<file path="config.mk">
export PLATFORM = sky130hd
export DESIGN_NAME = dram_strobe_mux
export DESIGN_NICKNAME = d
export VERILOG_FILES = /design/src/rtl/dram_mux_pkg.sv /design/src/rtl/dram_arbiter.sv /design/src/rtl/dram_seq.sv /design/src/rtl/dram_strobe_dec.sv /design/src/rtl/dram_strobe_mux.sv
export SDC_FILE = /design/constraint.sdc
export NUM_CORES = 1
export LEC_CHECK = 0
export BUFFER_PORTS_ARGS = -buffer_cell sky130_fd_sc_hd__clkbuf_2
export CORE_ASPECT_RATIO = 2
export CORE_MARGIN = 2
export CORE_UTILIZATION = 35
export DETAILED_ROUTE_END_ITERATION = 10
export GPL_TIMING_DRIVEN = 1
export SLEW_MARGIN = 20
export SYNTH_ARGS = -nofsm -noshare
export SYNTH_HDL_FRONTEND = slang
export SYNTH_SLANG_ARGS = --single-unit
export TNS_END_PERCENT = 50
</file>
<file path="constraint.sdc">
create_clock -name clk -period 1.38 [get_ports clk]
set_input_delay 0 -clock clk [delete_from_list [all_inputs] [get_ports clk]]
set_output_delay 0 -clock clk [all_outputs]
set_load 0.01 [all_outputs]
</file>
<file path="src/rtl/dram_mux_pkg.sv">
package dram_mux_pkg;

    localparam int ROW_W  = 9;
    localparam int WORD_W = 2 * ROW_W;
    localparam int BANK_BIT = WORD_W + 1;

    typedef enum logic [2:0] {
        ST_IDLE,
        ST_ROW,
        ST_COL,
        ST_CAS,
        ST_PRE
    } seq_state_t;

    typedef enum logic [1:0] {
        OWN_NONE,
        OWN_CPU,
        OWN_DMA,
        OWN_REF
    } owner_t;

    typedef struct packed {
        owner_t             owner;
        logic               bank_hi;
        logic               lo_en;
        logic               hi_en;
        logic [ROW_W-1:0]   row;
        logic [ROW_W-1:0]   col;
    } cycle_t;

    function automatic logic [ROW_W-1:0] row_of(input logic [WORD_W-1:0] w);
        return w[WORD_W-1:ROW_W];
    endfunction

    function automatic logic [ROW_W-1:0] col_of(input logic [WORD_W-1:0] w);
        return w[ROW_W-1:0];
    endfunction

endpackage

</file>
<file path="src/rtl/dram_arbiter.sv">
module dram_arbiter
    import dram_mux_pkg::*;
(
    input  logic                  clk,
    input  logic                  rst,
    input  logic [BANK_BIT:1]     cpu_addr,
    input  logic                  cpu_ram_en_n,
    input  logic                  cpu_lds_n,
    input  logic                  cpu_uds_n,
    input  logic                  dma_req,
    input  logic [WORD_W-1:0]     dma_addr,
    input  logic                  ref_req,
    input  logic [ROW_W-1:0]      ref_row,
    output cycle_t                next_cyc
);

    logic [WORD_W-1:0] cpu_word;
    assign cpu_word = cpu_addr[WORD_W:1];

    always_comb begin
        next_cyc = '0;
        if (ref_req) begin
            next_cyc.owner = OWN_REF;
            next_cyc.row   = ref_row;
            next_cyc.col   = ref_row;
        end else if (dma_req) begin
            next_cyc.owner = OWN_DMA;
            next_cyc.lo_en = 1'b1;
            next_cyc.hi_en = 1'b1;
            next_cyc.row   = row_of(dma_addr);
            next_cyc.col   = col_of(dma_addr);
        end else if (!cpu_ram_en_n) begin
            next_cyc.owner   = OWN_CPU;
            next_cyc.bank_hi = cpu_addr[BANK_BIT];
            next_cyc.lo_en   = !cpu_lds_n;
            next_cyc.hi_en   = !cpu_uds_n;
            next_cyc.row     = row_of(cpu_word);
            next_cyc.col     = col_of(cpu_word);
        end
    end


    ref_first_chk: assert property (@(posedge clk) disable iff (rst)
        ref_req |-> next_cyc.owner == OWN_REF);


    dma_over_cpu_chk: assert property (@(posedge clk) disable iff (rst)
        (!ref_req && dma_req) |-> next_cyc.owner == OWN_DMA);

endmodule

</file>
<file path="src/rtl/dram_seq.sv">
module dram_seq
    import dram_mux_pkg::*;
(
    input  logic        clk,
    input  logic        rst,
    input  cycle_t      next_cyc,
    output seq_state_t  state,
    output cycle_t      cur_cyc
);

    logic can_start;
    assign can_start = (state == ST_IDLE) || (state == ST_PRE);

    always_ff @(posedge clk) begin
        if (rst) begin
            state   <= ST_IDLE;
            cur_cyc <= '0;
        end else begin
            unique case (state)
                ST_ROW:  state <= ST_COL;
                ST_COL:  state <= ST_CAS;
                ST_CAS:  state <= ST_PRE;
                default: begin
                    if (next_cyc.owner != OWN_NONE) begin
                        state   <= ST_ROW;
                        cur_cyc <= next_cyc;
                    end else begin
                        state   <= ST_IDLE;
                        cur_cyc <= '0;
                    end
                end
            endcase
        end
    end


    hold_cycle_chk: assert property (@(posedge clk) disable iff (rst)
        (state == ST_ROW || state == ST_COL) |=> $stable(cur_cyc));


    cas_to_pre_chk: assert property (@(posedge clk) disable iff (rst)
        state == ST_CAS |=> state == ST_PRE);


    row_to_col_chk: assert property (@(posedge clk) disable iff (rst)
        state == ST_ROW |=> state == ST_COL);


    start_chk: assert property (@(posedge clk) disable iff (rst)
        (can_start && next_cyc.owner != OWN_NONE) |=> state == ST_ROW);

endmodule

</file>
<file path="src/rtl/dram_strobe_dec.sv">
module dram_strobe_dec
    import dram_mux_pkg::*;
(
    input  logic              clk,
    input  logic              rst,
    input  seq_state_t        state,
    input  cycle_t            cur_cyc,
    output logic [ROW_W-1:0]  ma,
    output logic              ma_oe,
    output logic              ras0_n,
    output logic              ras1_n,
    output logic              casl_n,
    output logic              casu_n,
    output logic              dma_act_n,
    output logic              cpu_ack,
    output logic              dma_ack,
    output logic              ref_ack
);

    logic active, cas_ph, is_cpu, is_dma, is_ref;

    assign active = (state == ST_ROW) || (state == ST_COL) || (state == ST_CAS);
    assign cas_ph = (state == ST_CAS);
    assign is_cpu = (cur_cyc.owner == OWN_CPU);
    assign is_dma = (cur_cyc.owner == OWN_DMA);
    assign is_ref = (cur_cyc.owner == OWN_REF);

    always_comb begin
        ma_oe     = active;
        ma        = '0;
        if (state == ST_ROW)
            ma = cur_cyc.row;
        else if (active)
            ma = cur_cyc.col;
        ras0_n    = !(active && (is_ref || is_dma || (is_cpu && !cur_cyc.bank_hi)));
        ras1_n    = !(active && (is_ref || (is_cpu && cur_cyc.bank_hi)));
        casl_n    = !(cas_ph && (is_dma || is_cpu) && cur_cyc.lo_en);
        casu_n    = !(cas_ph && (is_dma || is_cpu) && cur_cyc.hi_en);
        dma_act_n = !(active && (is_dma || is_ref));
        cpu_ack   = cas_ph && is_cpu;
        dma_ack   = cas_ph && is_dma;
        ref_ack   = cas_ph && is_ref;
    end


    refresh_no_cas_chk: assert property (@(posedge clk) disable iff (rst)
        (!ras1_n && !dma_act_n) |-> (!ras0_n && casl_n && casu_n));


    dma_low_bank_chk: assert property (@(posedge clk) disable iff (rst)
        (!dma_act_n && ras1_n) |-> !ras0_n);


    one_ack_chk: assert property (@(posedge clk) disable iff (rst)
        $onehot0({cpu_ack, dma_ack, ref_ack}));


    idle_bus_chk: assert property (@(posedge clk) disable iff (rst)
        !ma_oe |-> (ma == '0 && ras0_n && ras1_n && casl_n && casu_n && dma_act_n));


    one_bank_cpu_chk: assert property (@(posedge clk) disable iff (rst)
        dma_act_n |-> (ras0_n || ras1_n));

endmodule

</file>
<file path="src/rtl/dram_strobe_mux.sv">
module dram_strobe_mux
    import dram_mux_pkg::*;
(
    input  logic                 clk,
    input  logic                 rst,
    input  logic [BANK_BIT:1]    cpu_addr,
    input  logic                 cpu_ram_en_n,
    input  logic                 cpu_lds_n,
    input  logic                 cpu_uds_n,
    input  logic                 dma_req,
    input  logic [WORD_W-1:0]    dma_addr,
    input  logic                 ref_req,
    input  logic [ROW_W-1:0]     ref_row,
    output logic [ROW_W-1:0]     ma,
    output logic                 ma_oe,
    output logic                 ras0_n,
    output logic                 ras1_n,
    output logic                 casl_n,
    output logic                 casu_n,
    output logic                 dma_act_n,
    output logic                 cpu_ack,
    output logic                 dma_ack,
    output logic                 ref_ack
);

    cycle_t     next_cyc;
    cycle_t     cur_cyc;
    seq_state_t state;

    dram_arbiter u_arb (
        .clk          (clk),
        .rst          (rst),
        .cpu_addr     (cpu_addr),
        .cpu_ram_en_n (cpu_ram_en_n),
        .cpu_lds_n    (cpu_lds_n),
        .cpu_uds_n    (cpu_uds_n),
        .dma_req      (dma_req),
        .dma_addr     (dma_addr),
        .ref_req      (ref_req),
        .ref_row      (ref_row),
        .next_cyc     (next_cyc)
    );

    dram_seq u_seq (
        .clk      (clk),
        .rst      (rst),
        .next_cyc (next_cyc),
        .state    (state),
        .cur_cyc  (cur_cyc)
    );

    dram_strobe_dec u_dec (
        .clk       (clk),
        .rst       (rst),
        .state     (state),
        .cur_cyc   (cur_cyc),
        .ma        (ma),
        .ma_oe     (ma_oe),
        .ras0_n    (ras0_n),
        .ras1_n    (ras1_n),
        .casl_n    (casl_n),
        .casu_n    (casu_n),
        .dma_act_n (dma_act_n),
        .cpu_ack   (cpu_ack),
        .dma_ack   (dma_ack),
        .ref_ack   (ref_ack)
    );


    reset_quiet_chk: assert property (@(posedge clk)
        rst |=> (ras0_n && ras1_n && casl_n && casu_n && dma_act_n && !ma_oe
                 && !cpu_ack && !dma_ack && !ref_ack));

endmodule

</file>
# ---- Word level (Yosys, flattened, before mapping)
# Index checks and enable logic that the tools add are counted.
# W data, S select, Z words.
dict set report classes {
  eq_ne 6
  n_mux 12
  n_reduce_logical 27
}
# cell count
set op_table {}
lappend op_table {{$mux W23} 1}
lappend op_table {{$mux W22} 1}
lappend op_table {{$mux W20} 1}
lappend op_table {{$mux W18} 1}
lappend op_table {{$mux W9} 2}
lappend op_table {{$logic_and A1 B1 Y1} 11}
lappend op_table {{$pmux W3 S3} 1}
lappend op_table {{$logic_not A1 Y1} 8}
lappend op_table {{$eq A3 B2 Y1 const B} 2}
lappend op_table {{$logic_or A1 B1 Y1} 6}
lappend op_table {{$eq A2 B2 Y1 const B} 2}
lappend op_table {{$mux W2} 2}
lappend op_table {{$eq A3 B1 Y1 const B} 1}
lappend op_table {{$mux W3} 1}
lappend op_table {{$reduce_or A3 Y1} 1}
lappend op_table {{$eq A2 B1 Y1 const B} 1}
lappend op_table {{$mux W1} 2}
lappend op_table {{$reduce_bool A2 Y1} 1}
dict set report word_totals {
  regBits 26
  inputBits 53
  output_inout_bits 18
  wordCells 52
}

# ---- Longest topological paths before layout
dict set report logic_depth {
  ltp_word 7
  mapped_depth 5
  ltp_nobuf 4
}

# ---- Modules after synthesis
# Synthesis repeated with hierarchy kept, for this count alone.
dict set report hier_totals {
  hier_cells 220
  hier_area_um2 1756.7
}
# mod n_inst cells_per_inst area_each_um2 seq_area_each_um2
set modules_own_cells {}
lappend modules_own_cells {dram_seq 1 110 1021.0 520.5}
lappend modules_own_cells {dram_arbiter 1 79 484.2 0.0}
lappend modules_own_cells {dram_strobe_dec 1 31 251.5 0.0}

# ---- Least setup slack after synthesis
# Ideal clock, no wire load.
dict set report synth_timing {
  path_type {reg2reg}
  startpoint {register u_seq.state[0]}
  endpoint {register, netlist name u_seq.cur_cyc[15]}
  t_arrival_ns 1.024
  required_time_ns 1.288
  slack_ns 0.263
  stages_incl_launch_ff 5
  synth_period_minus_slack_ns 1.117
  path_cell_list {dfxtp_1 o21bai_4 buf_6 nand3_1 o32ai_1}
}
dict set report synth_via {
  elab_chain_len 2
  elab_cells_between_ends 4
  classes_between {eq/ne: 3; reduce/logical: 1}
}
# item line_no
set synth_lines {}
lappend synth_lines {{from (decl)} dram_seq.sv:7} ;# output seq_state_t state,
lappend synth_lines {{from (signal assigned)} dram_seq.sv:16} ;# state <= ST_IDLE;
lappend synth_lines {{from (signal assigned)} dram_seq.sv:20} ;# ST_ROW: state <= ST_COL;
lappend synth_lines {{from (signal assigned)} dram_seq.sv:21} ;# ST_COL: state <= ST_CAS;
lappend synth_lines {{$eq A3 B2 Y1 or $eq A3 B1 Y1 (tied branches)} dram_seq.sv:19} ;# unique case (state)
lappend synth_lines {{$reduce_or A3 Y1 (no source line) *} --}
# Every way passes the cells marked *; elsewhere a longest branch is shown, timed or not.
# A chain may end at the register's enable or synchronous reset.

# ---- Worst setup path after layout
dict set report layout_timing {
  startpoint {register, netlist name u_seq.cur_cyc[22]}
  endpoint {output port ras0_n}
}
dict set report layout_via {
  elab_chain_len 5
  elab_cells_between_ends 8
  classes_between {eq/ne: 3; reduce/logical: 5}
}
# item line_no
set layout_lines {}
lappend layout_lines {{$eq A2 B2 Y1 (tied with other cells)} dram_strobe_dec.sv:26} ;# assign is_ref = (cur_cyc.owner == OWN_REF);
lappend layout_lines {{$logic_or A1 B1 Y1 or $logic_and A1 B1 Y1 (tied branches)} dram_strobe_dec.sv:35} ;# ras0_n = !(active && (is_ref || is_dma || (is_cpu && !cur_cyc.bank_hi)));
lappend layout_lines {{$logic_or A1 B1 Y1 *} dram_strobe_dec.sv:35}
lappend layout_lines {{$logic_and A1 B1 Y1 *} dram_strobe_dec.sv:35}
lappend layout_lines {{$logic_not A1 Y1 *} dram_strobe_dec.sv:35}
lappend layout_lines {{to (decl)} dram_strobe_mux.sv:16} ;# output logic ras0_n,
# Marked as above.

==> results.md <==
- Final hold violation count: 0
- Fin crit share: 0.950
- Layout Nets: about 300
- Ant diodes: 0
- Largest family of logic cells by synthesized area: compound AO/OA/AOI/OAI gates
- Commonest cells after routing, fill and taps aside: 69 x clkbuf_2, 27 x nand2b_1, 22 x dfxtp_1
- # rows: 34
- Vias in the first global route: between 1500 and 2000
- Adder-cell share of the synthesized area: 0.0239
- Layout cells sized above 1: 0.365
- Leakage: ~0.87 nW
- Post-synth EDFFs: 0
- P&R area growth vs syn: 32.2%
- H-tree depth: 1
- Effective utilization at floorplan: 0.362
- Primary FF master, synth: dfxtp_1
- Min cycle time layout: about 1.3 ns
- Drt pass-1 iters: 4
- Clock tree buffer depth: 2
- Most common cell after layout, fill and taps aside: clkbuf_2
- R2r endpoint: u_seq.cur_cyc[0]$_SDFFE_PP0P_
- CP max FO: 4
- Max-slew violations: 0
- Post-CTS setup buffer count: 0
- Core area: approximately 4300 um^2
- Critical Path RT: roughly 1.4 ns
- Status: finished clean
- Final setup vio count: 0
- Hold path depth: 4
- CTS Root Cell: clkbuf_8
- CTS tree: done
- YS warnings: 0
- Final Cell Area: 2080 um^2
- Hold Path Origin: cpu_uds_n
- Post-Synth XOR/XNOR Area: 0.00557
- Average wire per standard cell: about 14 um
- Critical path data arrival time: 1.31 ns
- Clock Sinks: 26
- Synth unique cells: 29
- Mapped Area: 1570 um^2
- Clk_skew: ~0.0046 ns
- Flop and latch count out of synthesis: 26
- Pwr dens: 1410 nW/um^2
- Slew headroom: 0.527
- F_max: 0.763 GHz
- Area after DPL: 1970 um^2
- Initial DRC Count: 27
- Largest net degree at the start of global routing: 45
- Worst skew pair latency: around 0.27 ns
- Total die area: roughly 5100 um^2
- Max-cap violation count: 0
- FFs w/ async S/R, synth: 0
- Reg-to-reg slack, setup: 0.14 ns
- Grt ovf: 0
- DR vias: ~1600
- Antenna-violating nets left: 0
- Startpoint types: register
- Hold Crit Endpoint: u_seq.cur_cyc[18]$_SDFFE_PP0P_
- Syn_nets: 244
- Core Util, Final: 0.479
- Post-synthesis mux area share: 0
- Design Power: 2.93 mW
- Dpl hpwl: approximately 3200 um
- Die height: roughly 100 um
- Vias per inst: between 5 and 6
- Fillcell total: 468
- Crit path from: u_seq.cur_cyc[22]$_SDFFE_PP0P_
- Syn avg cell area: about 8.4 um^2
- Worst hold-check path type: input port to register
- Synth Area in Compound Gates: 0.289
- GP Congestion: ~0.79
- RSZ-0062 raised after global routing: true
- Reg2reg start: u_seq.state[0]$_SDFF_PP0_
- Worst slew pin tran: between 0.7 and 0.8 ns
- DRC viols: 0
- Seq/Total Area, Yosys: 0.331
- I/O Pins: 71
- Routed WL: roughly 4400 um
- Total negative slack: 0 ns
- First-pass GRT wire length: just over 7000 um
- Simple-gate area share of the yosys netlist: 0.287
- Worst Setup End Kind: output pin
- GRT Resource Usage Total: 0.181
- Max IR drop VDD: around 700 uV
- FF-to-FF path depth: 4
- Post-Syn Instances: 188
- Setup CP Type: register to output pin
- Port buffer count: 70
- Antenna violations before repair: 0
- Die width: 51.4 um
- TritonCTS Buffers: 3
- Hold Slack: ~0.064 ns
- Clk slew on worst S/H paths: around 0.090 ns
## per-layer routing
| layer | vias to the layer above | track usage | share of wire |
|---|---|---|---|
| li1 | 832 | - | - |
| met1 | 762 | 0.212 | 0.41 |
| met2 | 43 | 0.321 | 0.54 |
| met3 | 4 | 0.0197 | 0.038 |
| met4 | 0 | 0.0789 | 0.017 |
| met5 | - | 0 | 0 |
## Yosys cell counts, drive strengths merged (2+ instances only)
master / number / area share
buf: 9 / 0.033
o32ai: 18 / 0.10
a211oi: 4 / 0.019
and2: 3 / 0.012
o21bai: 3 / 0.021
dfxtp: 26 / 0.33
ha: 3 / 0.024
nand2b: 27 / 0.11
a221oi: 18 / 0.10
clkbuf: 10 / 0.024
a21oi: 11 / 0.035
nor3: 2 / 0.0064
nand2: 13 / 0.031
nand3b: 10 / 0.048
inv: 3 / 0.0072
nor2: 10 / 0.029
nand3: 9 / 0.029
## sequential cells by signal, indices dropped and copies added (netlist names)
signal and count:
u_seq.cur_cyc 23, u_seq.state 3
## layout make-up
type / count / area, um^2 / area share
Clock buffer: 4 / 55.1 / 0.0265
Inverter: 3 / 11.3 / 0.00542
Multi-Input combinational cell: 140 / 975 / 0.469
Sequential cell: 26 / 531 / 0.255
Tap cell: 54 / 67.6 / 0.0325
Timing Repair Buffer: 79 / 440 / 0.212
## critical path, stage by stage (launching register included)
cell and delay (ns):
dfxtp_4 0.37, inv_2 0.04, ha_4 0.15, nor2b_4 0.11, o31ai_1 0.21, buf_2 0.16
## timing repair
item	CTS	global route
endpoints found under the hold margin	1	0
pin swaps	0	1
resized for setup	3	11
hold buffers	1	0
setup endpoints to repair	3	7
## logic make-up (layout without fill, tap and decap cells)
group	Yosys count	in the layout
simple gates	79	79
compound gates	57	57
flops	26	26
buf+inv	22	86
fa+ha+maj	3	3
xor+xnor	1	1
## power by group
part           switching [mW]  internal [mW]  total [mW]
registers               0.122          0.960        1.08
logic                   0.732          0.621        1.35
clock network           0.236          0.255       0.491
## stage by stage
stage | instances | setup WS, ns
after floorplan | 188 | 0.263
after global placement | 301 | 0.170
after detailed placement | 301 | 0.133
after CTS | 306 | 0.0147
after global routing | 306 | -0.0248
final | 306 | 0.0690
## worst max path at each step
stage	to	cells past startpoint
after CTS	ras0_n	5
after detailed placement	u_seq.cur_cyc[0]$_SDFFE_PP0P_	4
after global routing	ras0_n	5
after floorplan	u_seq.cur_cyc[15]$_SDFFE_PP0P_	4
after global placement	u_seq.cur_cyc[15]$_SDFFE_PP0P_	4
final	ras0_n	5
Note: power is estimated with default switching activity, not from simulation.
